## src/rtl/ecc_cap_pkg.sv

```systemverilog
package ecc_cap_pkg;
  localparam int COL_W  = 16;
  localparam int ROW_W  = 16;
  localparam int BANK_W = 3;
  localparam int RANK_W = 2;
  localparam int SYND_W = 8;
  localparam int LOG_W  = 64;
  localparam int BUS_W  = 32;
  localparam int STAT_W = 16;
  localparam int RANKS_PER_CH = 1 << RANK_W;

  typedef struct packed {
    logic [COL_W-1:0]  col;
    logic [ROW_W-1:0]  row;
    logic [BANK_W-1:0] bank;
    logic [RANK_W-1:0] rank;
    logic [SYND_W-1:0] synd;
  } err_info_t;

  // Field positions are fixed by the software-visible log layout.
  function automatic logic [LOG_W-1:0] pack_log(err_info_t i, logic ue, logic ce);
    return {i.col, i.row, i.bank, i.rank, 3'b000, i.synd, 14'h0000, ue, ce};
  endfunction
endpackage

```

## src/rtl/ecc_status_reg.sv

```systemverilog
module ecc_status_reg
  import ecc_cap_pkg::*;
(
  input  logic              clk,
  input  logic              rst,
  input  logic              set_ce,
  input  logic              set_ue,
  input  logic              clr_ce,
  input  logic              clr_ue,
  output logic [STAT_W-1:0] status
);
  logic st_ce, st_ue;

  always_ff @(posedge clk) begin
    if (rst) begin
      st_ce <= 1'b0;
      st_ue <= 1'b0;
    end else begin
      // a new event outranks a clear arriving in the same cycle
      st_ce <= (st_ce & ~clr_ce) | set_ce;
      st_ue <= (st_ue & ~clr_ue) | set_ue;
    end
  end

  assign status = {{(STAT_W-2){1'b0}}, st_ue, st_ce};

  a_r2_clear_ce: assert property (@(posedge clk) disable iff (rst)
    (clr_ce && !set_ce) |=> !status[0]);
  a_r2_clear_ue: assert property (@(posedge clk) disable iff (rst)
    (clr_ue && !set_ue) |=> !status[1]);
  a_r7_event_wins_ce: assert property (@(posedge clk) disable iff (rst)
    set_ce |=> status[0]);
  a_r7_event_wins_ue: assert property (@(posedge clk) disable iff (rst)
    set_ue |=> status[1]);
  a_r2_hold: assert property (@(posedge clk) disable iff (rst)
    (!clr_ce && !clr_ue && !set_ce && !set_ue) |=> $stable(status));
endmodule

```

## src/rtl/ecc_chan_log.sv

```systemverilog
module ecc_chan_log
  import ecc_cap_pkg::*;
#(
  parameter int CH_IDX   = 0,
  parameter int ROWIDX_W = 3
) (
  input  logic                clk,
  input  logic                rst,
  input  logic                en,
  input  logic                ev_ce,
  input  logic                ev_ue,
  input  err_info_t           info,
  input  logic                clr_ce,
  input  logic                clr_ue,
  output logic [LOG_W-1:0]    log_q,
  output logic [ROWIDX_W-1:0] row_idx
);
  logic      held_ce, held_ue;
  err_info_t info_q;
  logic      keep_ce, keep_ue, n_ce, n_ue;
  err_info_t n_info;

  always_comb begin
    keep_ce = held_ce & ~clr_ce;
    keep_ue = held_ue & ~clr_ue;
    n_ce    = keep_ce;
    n_ue    = keep_ue;
    n_info  = (keep_ce | keep_ue) ? info_q : '0;
    if (ev_ue && !keep_ue) begin
      n_ue   = 1'b1;
      n_ce   = 1'b0;
      n_info = info;
    end else if (ev_ce && !keep_ce && !keep_ue) begin
      n_ce   = 1'b1;
      n_info = info;
    end
  end

  always_ff @(posedge clk) begin
    if (rst || !en) begin
      held_ce <= 1'b0;
      held_ue <= 1'b0;
      info_q  <= '0;
    end else begin
      held_ce <= n_ce;
      held_ue <= n_ue;
      info_q  <= n_info;
    end
  end

  assign log_q   = pack_log(info_q, held_ue, held_ce);
  assign row_idx = ROWIDX_W'(info_q.rank) | ROWIDX_W'(CH_IDX * RANKS_PER_CH);

  a_r5_ue_capture: assert property (@(posedge clk) disable iff (rst)
    (en && ev_ue) |=> (!en || (log_q[1] && !log_q[0])));
  a_r5_ue_sticky: assert property (@(posedge clk) disable iff (rst)
    (en && log_q[1] && !clr_ue) |=> (!en || $stable(log_q)));
  a_r4_ce_first: assert property (@(posedge clk) disable iff (rst)
    (en && log_q[0] && !clr_ce && !ev_ue) |=> (!en || $stable(log_q)));
  a_r8_off_zero: assert property (@(posedge clk) disable iff (rst)
    !en |=> (log_q == '0));
  a_r6_empty_zero: assert property (@(posedge clk) disable iff (rst)
    (log_q[1:0] == 2'b00) |-> (log_q == '0));
endmodule

```

## src/rtl/ecc_reg_read.sv

```systemverilog
module ecc_reg_read
  import ecc_cap_pkg::*;
#(
  parameter int NCH      = 2,
  parameter int ADDR_W   = 4,
  parameter int ROWIDX_W = 3
) (
  input  logic [ADDR_W-1:0]       addr,
  input  logic [STAT_W-1:0]       status,
  input  logic [NCH*LOG_W-1:0]    logs,
  input  logic [NCH*ROWIDX_W-1:0] rows,
  output logic [BUS_W-1:0]        rdata
);
  localparam int ROW_BASE = 1 + 2 * NCH;

  always_comb begin
    rdata = '0;
    if (addr == '0) rdata = BUS_W'(status);
    for (int c = 0; c < NCH; c++) begin
      if (addr == ADDR_W'(1 + 2 * c)) rdata = logs[c*LOG_W +: BUS_W];
      if (addr == ADDR_W'(2 + 2 * c)) rdata = logs[c*LOG_W + BUS_W +: BUS_W];
      if (addr == ADDR_W'(ROW_BASE + c)) rdata = BUS_W'(rows[c*ROWIDX_W +: ROWIDX_W]);
    end
  end
endmodule

```

## src/rtl/ecc_err_capture.sv

```systemverilog
module ecc_err_capture
  import ecc_cap_pkg::*;
#(
  parameter int NCH    = 2,
  parameter int ADDR_W = 4
) (
  input  logic                  clk,
  input  logic                  rst,
  input  logic                  single_chan,
  input  logic [NCH-1:0]        ev_ce,
  input  logic [NCH-1:0]        ev_ue,
  input  logic [NCH*COL_W-1:0]  ev_col,
  input  logic [NCH*ROW_W-1:0]  ev_row,
  input  logic [NCH*BANK_W-1:0] ev_bank,
  input  logic [NCH*RANK_W-1:0] ev_rank,
  input  logic [NCH*SYND_W-1:0] ev_synd,
  input  logic                  reg_wr,
  input  logic [ADDR_W-1:0]     reg_addr,
  input  logic [BUS_W-1:0]      reg_wdata,
  output logic [BUS_W-1:0]      reg_rdata
);
  localparam int ROWIDX_W = $clog2(NCH * RANKS_PER_CH);

  logic                    wr_status, clr_ce, clr_ue, set_ce, set_ue;
  logic [NCH-1:0]          ch_en;
  logic [STAT_W-1:0]       status;
  logic [NCH*LOG_W-1:0]    logs;
  logic [NCH*ROWIDX_W-1:0] rows;

  assign wr_status = reg_wr && (reg_addr == '0);
  assign clr_ce    = wr_status & reg_wdata[0];
  assign clr_ue    = wr_status & reg_wdata[1];
  assign set_ce    = |(ev_ce & ch_en);
  assign set_ue    = |(ev_ue & ch_en);

  for (genvar c = 0; c < NCH; c++) begin : g_ch
    err_info_t info;
    if (c == 0) begin : g_main
      assign ch_en[c] = 1'b1;
    end else begin : g_opt
      assign ch_en[c] = !single_chan;
    end
    assign info.col  = ev_col [c*COL_W  +: COL_W];
    assign info.row  = ev_row [c*ROW_W  +: ROW_W];
    assign info.bank = ev_bank[c*BANK_W +: BANK_W];
    assign info.rank = ev_rank[c*RANK_W +: RANK_W];
    assign info.synd = ev_synd[c*SYND_W +: SYND_W];

    ecc_chan_log #(.CH_IDX(c), .ROWIDX_W(ROWIDX_W)) i_log (
      .clk(clk), .rst(rst), .en(ch_en[c]),
      .ev_ce(ev_ce[c]), .ev_ue(ev_ue[c]), .info(info),
      .clr_ce(clr_ce), .clr_ue(clr_ue),
      .log_q(logs[c*LOG_W +: LOG_W]),
      .row_idx(rows[c*ROWIDX_W +: ROWIDX_W])
    );
  end

  ecc_status_reg i_status (
    .clk(clk), .rst(rst), .set_ce(set_ce), .set_ue(set_ue),
    .clr_ce(clr_ce), .clr_ue(clr_ue), .status(status)
  );

  ecc_reg_read #(.NCH(NCH), .ADDR_W(ADDR_W), .ROWIDX_W(ROWIDX_W)) i_read (
    .addr(reg_addr), .status(status), .logs(logs), .rows(rows), .rdata(reg_rdata)
  );

  a_r1_reserved_zero: assert property (@(posedge clk) disable iff (rst)
    (reg_addr == '0) |-> (reg_rdata[BUS_W-1:2] == '0));
  a_r8_ch1_no_status: assert property (@(posedge clk) disable iff (rst)
    (single_chan && !ev_ce[0] && !clr_ce && !status[0]) |=> !status[0]);
  a_r10_read_stable: assert property (@(posedge clk) disable iff (rst)
    (!reg_wr && $past(!reg_wr) && $stable(reg_addr) && ev_ce == '0 && ev_ue == '0
     && $past(ev_ce == '0) && $past(ev_ue == '0) && $stable(single_chan))
    |-> $stable(reg_rdata));
endmodule

```

## config.mk

```make
export PLATFORM = sky130hd
export DESIGN_NAME = ecc_err_capture
export DESIGN_NICKNAME = d
export VERILOG_FILES = /design/src/rtl/ecc_cap_pkg.sv /design/src/rtl/ecc_status_reg.sv /design/src/rtl/ecc_chan_log.sv /design/src/rtl/ecc_reg_read.sv /design/src/rtl/ecc_err_capture.sv
export SDC_FILE = /design/constraint.sdc
export NUM_CORES = 1
export LEC_CHECK = 0
export ABC_AREA = 0
export CORE_MARGIN = 3
export CORE_UTILIZATION = 56
export CTS_CLUSTER_DIAMETER = 60
export DETAILED_ROUTE_END_ITERATION = 7
export DONT_BUFFER_PORTS = 1
export GPL_TIMING_DRIVEN = 0
export PLACE_DENSITY = 0.74
export SLEW_MARGIN = 20
export SYNTH_ARGS = -nofsm -noshare
export SYNTH_HDL_FRONTEND = slang
export SYNTH_SLANG_ARGS = --single-unit
```

## constraint.sdc

```tcl
create_clock -name clk -period 1.81 [get_ports clk]
set_clock_uncertainty 0.2 [all_clocks]
set_input_delay 0.181 -clock clk [delete_from_list [all_inputs] [get_ports clk]]
set_output_delay 0.181 -clock clk [all_outputs]
set_load 0.005 [all_outputs]
```

======== Yosys cells after proc, flatten, opt, wreduce, memory -nomap -nowiden ========
Cells that the tools add are included.
operators by class
  add/subtract/negate cells ............... 0
  $mul .................................... 0
  divide/modulo/power cells ............... 0
  $lt $le $gt $ge ......................... 0
  eq/ne operators ......................... 8
  shift operators ......................... 0
  muxes and demuxes ....................... 17
  bitwise operators ....................... 16
  reductions and logical operators ........ 18
operators with widths
  operator                                                                count
  45-bit two-way mux                                                      6
  32-bit two-way mux                                                      6
  4-bit by 3-bit equality test with 1-bit output (second input constant)  3
  1-bit bitwise AND                                                       8
  4-bit by 2-bit equality test with 1-bit output (second input constant)  2
  2-bit OR reduction                                                      4
  1-bit logical AND                                                       7
  3-bit inequality test (second input constant)                           2
  1-bit zero test                                                         5
  2-bit bitwise AND                                                       2
  4-bit by 1-bit equality test with 1-bit output (second input constant)  1
  4-bit zero test                                                         1
  1-bit two-way mux                                                       4
  1-bit bitwise OR                                                        4
  2-bit two-way mux                                                       1
  1-bit inverter                                                          2
  1-bit logical OR                                                        1
storage, ports and cells
  register bits after elaboration ......... 96
  latch bits .............................. 0
  memory bits (writable) .................. 0
  bits in read-only memories .............. 0
  input port bits ......................... 134
  logic and storage cells ................. 75
  memories kept ........................... 0

======== Logic depth before layout (Yosys ltp) ========
  depth after elaboration ................. 10
  gate-level depth with buffers ........... 6
  mapped depth without buffers ............ 4

======== Hierarchy ========
A second synthesis with hierarchy kept.
unflattened totals
  cells, all modules ...................... 746
  area, all modules ....................... 6114.6 um2
by module, submodules not included
  module                        instances  cells an instance  area an instance (um2)  seq. area each (um2)
  ecc_chan_log (g_ch[1].i_log)  1          236                2202.1                  940.9
  ecc_chan_log (g_ch[0].i_log)  1          235                2198.4                  940.9
  ecc_reg_read                  1          241                1471.4                  0.0
  ecc_status_reg                1          25                 193.9                   40.0
  ecc_err_capture               1          9                  48.8                    0.0

======== Worst setup path after synthesis ========
No wires, ideal clock.
  path kind ............................... input to register
  from .................................... input port reg_addr[0]
  to ...................................... register g_ch[1].i_log.info_q (netlist bit g_ch[1].i_log.log_q[16])
  data arrival time ....................... 1.680 ns
  setup slack ............................. -0.130 ns
  stages .................................. 5
  buffers on the path ..................... 1
  cells stage by stage .................... or4_4 -> o21a_1 -> a211oi_4 -> buf_6 -> a22o_1
between the ends
  cells in the longest elaborated chain, start to end .. 10
  elaborated cells between the ends (all ways) .. 17
RTL lines
  item                            line                   text
  start, declared                 ecc_err_capture.sv:18  input logic [ADDR_W-1:0] reg_addr,
  4-bit zero test *               ecc_err_capture.sv:30  assign wr_status = reg_wr && (reg_addr == '0);
  1-bit logical AND *             ecc_err_capture.sv:30
  1-bit bitwise AND               ecc_err_capture.sv:31  assign clr_ce = wr_status & reg_wdata[0];
  1-bit inverter                  ecc_chan_log.sv:24     keep_ce = held_ce & ~clr_ce;
  1-bit bitwise AND               ecc_chan_log.sv:24
  1-bit zero test                 ecc_chan_log.sv:33     end else if (ev_ce && !keep_ce && !keep_ue) begin
  1-bit logical AND (2 in a row)  ecc_chan_log.sv:33
  45-bit two-way mux              ecc_chan_log.sv:33
  45-bit two-way mux              ecc_chan_log.sv:29     if (ev_ue && !keep_ue) begin
  end signal, assigned            ecc_chan_log.sv:47     info_q <= n_info;
  end, declared                   ecc_chan_log.sv:19     err_info_t info_q;
Mark *: on every way between the ends. The rest lies on a longest branch, timed or not.
A chain may end at the register's enable or synchronous reset.

======== Worst setup path in the final report ========
  from .................................... register g_ch[0].i_log.held_ce
  to ...................................... register g_ch[0].i_log.info_q (netlist bit g_ch[0].i_log.log_q[56])
between the ends
  cells in the longest elaborated chain, start to end .. 6
  elaborated cells between the ends (all ways) .. 8
RTL lines
  item                            line                text
  start, declared                 ecc_chan_log.sv:18  logic held_ce, held_ue;
  start signal, assigned          ecc_chan_log.sv:45  held_ce <= n_ce;
  1-bit bitwise AND *             ecc_chan_log.sv:24
  1-bit zero test                 ecc_chan_log.sv:33
  1-bit logical AND (2 in a row)  ecc_chan_log.sv:33
  45-bit two-way mux              ecc_chan_log.sv:33
  45-bit two-way mux              ecc_chan_log.sv:29
  end signal, assigned            ecc_chan_log.sv:47
  end, declared                   ecc_chan_log.sv:19
Marks and branches as above.

==> results.ini <==
[setup_path]
crit_family=compound AO/OA/AOI/OAI gates
crit_path_max_fanout=10
critPathLaunchType=flop
worst_setup_path_end_kind=flop
cp.arrival_ns=1.88
max_stage_delay_ns=0.37
crit_type=flop to flop
cp_data_required_time_ns=1.91
worstPathBufferInverterCount=2
slowest_stage=dfxtp_1
cp_cell_sequence=inv_1 -> a311o_1 -> a21oi_4 -> clkbuf_4 -> a22o_1

[synth]
yosysSeqAreaShare=0.495
async_flop_share=0
synthesis.nets=507
synth_cell_types=45
synth_warnings=0
avgSynthCellArea_um2=10.4
synth_ff_type=dfxtp_1
ys_top_cells_by_area=dfxtp_1, a22o_1, a21oi_1, a222oi_1, nand2_1
syn_area_um2=3880
netlist_instances=373
synth_top_area_share=0.495
synthTopCellsByCount=dfxtp_1, a22o_1, a21oi_1, nand2_1, clkbuf_1
synth_edf_count=0
ys_ff_latch=96
synth_most_common_cell=dfxtp_1
yosysTopAreaCell=dfxtp_1

[timing]
fmax_mhz=564
finalMaxSlewViolations=0
finalHoldViolCount=0
relSlewSlack=0.598
rsz0062_at_grt=yes
worstMarginPinSlew_ns=0.603
hold_ws_ns=0.0400
period_share=0.980
period_needed_ns=1.77
finalSetupViolations=0

[routing]
dr.pass1.iters=5
drc_errors=0
antenna_left=0
vias=3734
via_per_inst=6.54
wl_um=13200
drtIter0Drc=342
detail_route.wl_per_cell_um=23.2

[run]
drv_cap=0

[power_and_ir_drop]
power.total_mw=4.23
cellLeakagePower_nw=2.12
powerDensity_nw_per_um2=791
ir_drop_mv=0.587

[clocking]
cts-root-buf=clkbuf_8
clockBufferDepth=2
clkLatencyLatePin_ns=0.36
cts_buffers=9
cts_tree=done
clk_pin_slew_worst_paths_ns=0.09
h-tree-depth=3
cts_sinks=96

[floorplanning]
io_pins=166
placementRows=29
dieWidth_um=89.3
dieArea_um2=7970
core_area_um2=6530
die_h_um=89.3
initial_core_util=0.595

[placed_design]
port_buffers=0
hpwl_um=7970
place.gp.congestion=0.925

[cells_and_area]
diodes=0
drive_gt1_frac=0.146
nFillCells=401
area_growth_pct=37.8
final_util=0.820
nets=623

[global_routing]
first_global_vias=3869
grt_use_total=0.333
antenna_found_initial=0
grt_max_degree=18
grt_pass1_wl_um=19900
grt_overflow=0

[run_status]
status=finished, final reports clean

[min_path]
hold_class=primary input to flop

## cells by family after synthesis
| group | count (synthesis) | share of synthesized area |
|---|---|---|
| compound gates | 166 | 0.349 |
| buf+inv | 41 | 0.0509 |
| simple gates | 64 | 0.0889 |
| flops | 96 | 0.495 |
| mux | 6 | 0.0168 |
## per-layer routing
| layer | up-vias | global-route usage | part of all wire |
|---|---|---|---|
| li1 | 1687 | - | - |
| met1 | 1815 | 0.403 | 0.40 |
| met4 | 0 | 0.114 | 0.019 |
| met3 | 26 | 0.0931 | 0.086 |
| met5 | - | 0 | 0 |
| met2 | 206 | 0.570 | 0.49 |
## worst paths after layout
kind                                        startpoint                                    to  slack (ns)  depth (start not counted)
setup reg to reg      g_ch[0].i_log.held_ce$_SDFF_PP0_  g_ch[0].i_log.log_q[56]$_SDFFE_PP0P_        0.04                          5
hold / removal                                  reg_wr      g_ch[1].i_log.held_ce$_SDFF_PP0_        0.04                          3
hold reg to reg   g_ch[1].i_log.log_q[57]$_SDFFE_PP0P_  g_ch[1].i_log.log_q[57]$_SDFFE_PP0P_        0.28                          1
setup / recovery      g_ch[0].i_log.held_ce$_SDFF_PP0_  g_ch[0].i_log.log_q[56]$_SDFFE_PP0P_        0.04                          5
## metrics by stage
stage               cells  cell area [µm²]  setup WS [ns]  TNS (ns)
global placement      450             3980         -0.670    -43.14
CTS                   571             5270        0.00103         0
floorplan             373             3890        -0.0551     -3.43
global route          571             5350        -0.0424    -0.302
finish                571             5350         0.0371         0
detailed placement    450             3980         -0.689    -45.16
## worst register-to-register path: stages, from the launching register on
cell	delay, ns
dfxtp_1	0.37
inv_1	0.06
a311o_1	0.37
a21oi_4	0.28
clkbuf_4	0.27
a22o_1	0.17
## placed cells by master, fill, tap and decap left out, types with 2 or more instances in the layout
master / count
a21oi_4: 2
inv_1: 7
buf_4: 13
o21a_1: 2
clkbuf_2: 8
a22oi_1: 2
dlygate4sd3_1: 98
a311o_1: 2
a21oi_1: 22
a31o_1: 10
buf_2: 3
a31o_2: 2
mux2_2: 4
clkbuf_1: 6
nor2_1: 8
a211oi_4: 2
a221oi_2: 2
nand2b_1: 14
nand4_1: 2
o21ai_0: 7
a22o_1: 94
a211oi_1: 2
buf_6: 4
inv_6: 3
clkbuf_4: 6
a221oi_1: 2
clkbuf_8: 9
mux2i_1: 2
nand2_1: 24
dfxtp_1: 95
nand3_1: 2
a222oi_1: 9
nand3b_1: 2
## timing repair
item,CTS,global route
buffers inserted,8,0
endpoints found under the setup margin,104,106
pin swaps,2,3
resized for setup,24,29
hold endpoints to repair,96,0
hold buffers,98,0
## area by class of cell
class	instances	area, µm²	share of cell area
Sequential cell	96	1920	0.359
Multi-Input combinational cell	236	1860	0.348
Timing Repair Buffer	106	1050	0.197
Buffer	33	213	0.0397
Clock buffer	10	128	0.0238
Tap cell	77	96.3	0.0180
Clock inverter	6	50.0	0.00935
Inverter	7	26.3	0.00491
## report_power, final
group / internal [mW] / leakage (nW) / switching, mW
clock network: 0.523 / 0.0896 / 0.798
registers: 2.23 / 0.788 / 0.0787
logic: 0.332 / 1.24 / 0.270
## state kept, by name, summed over array words and instances, names as in the netlist
| register | count |
|---|---|
| g_ch.i_log.held_ce | 2 |
| g_ch.i_log.log_q | 90 |
| g_ch.i_log.held_ue | 2 |
| i_status.st_ue | 1 |
| i_status.st_ce | 1 |
Power figures use the tool's default switching activity.
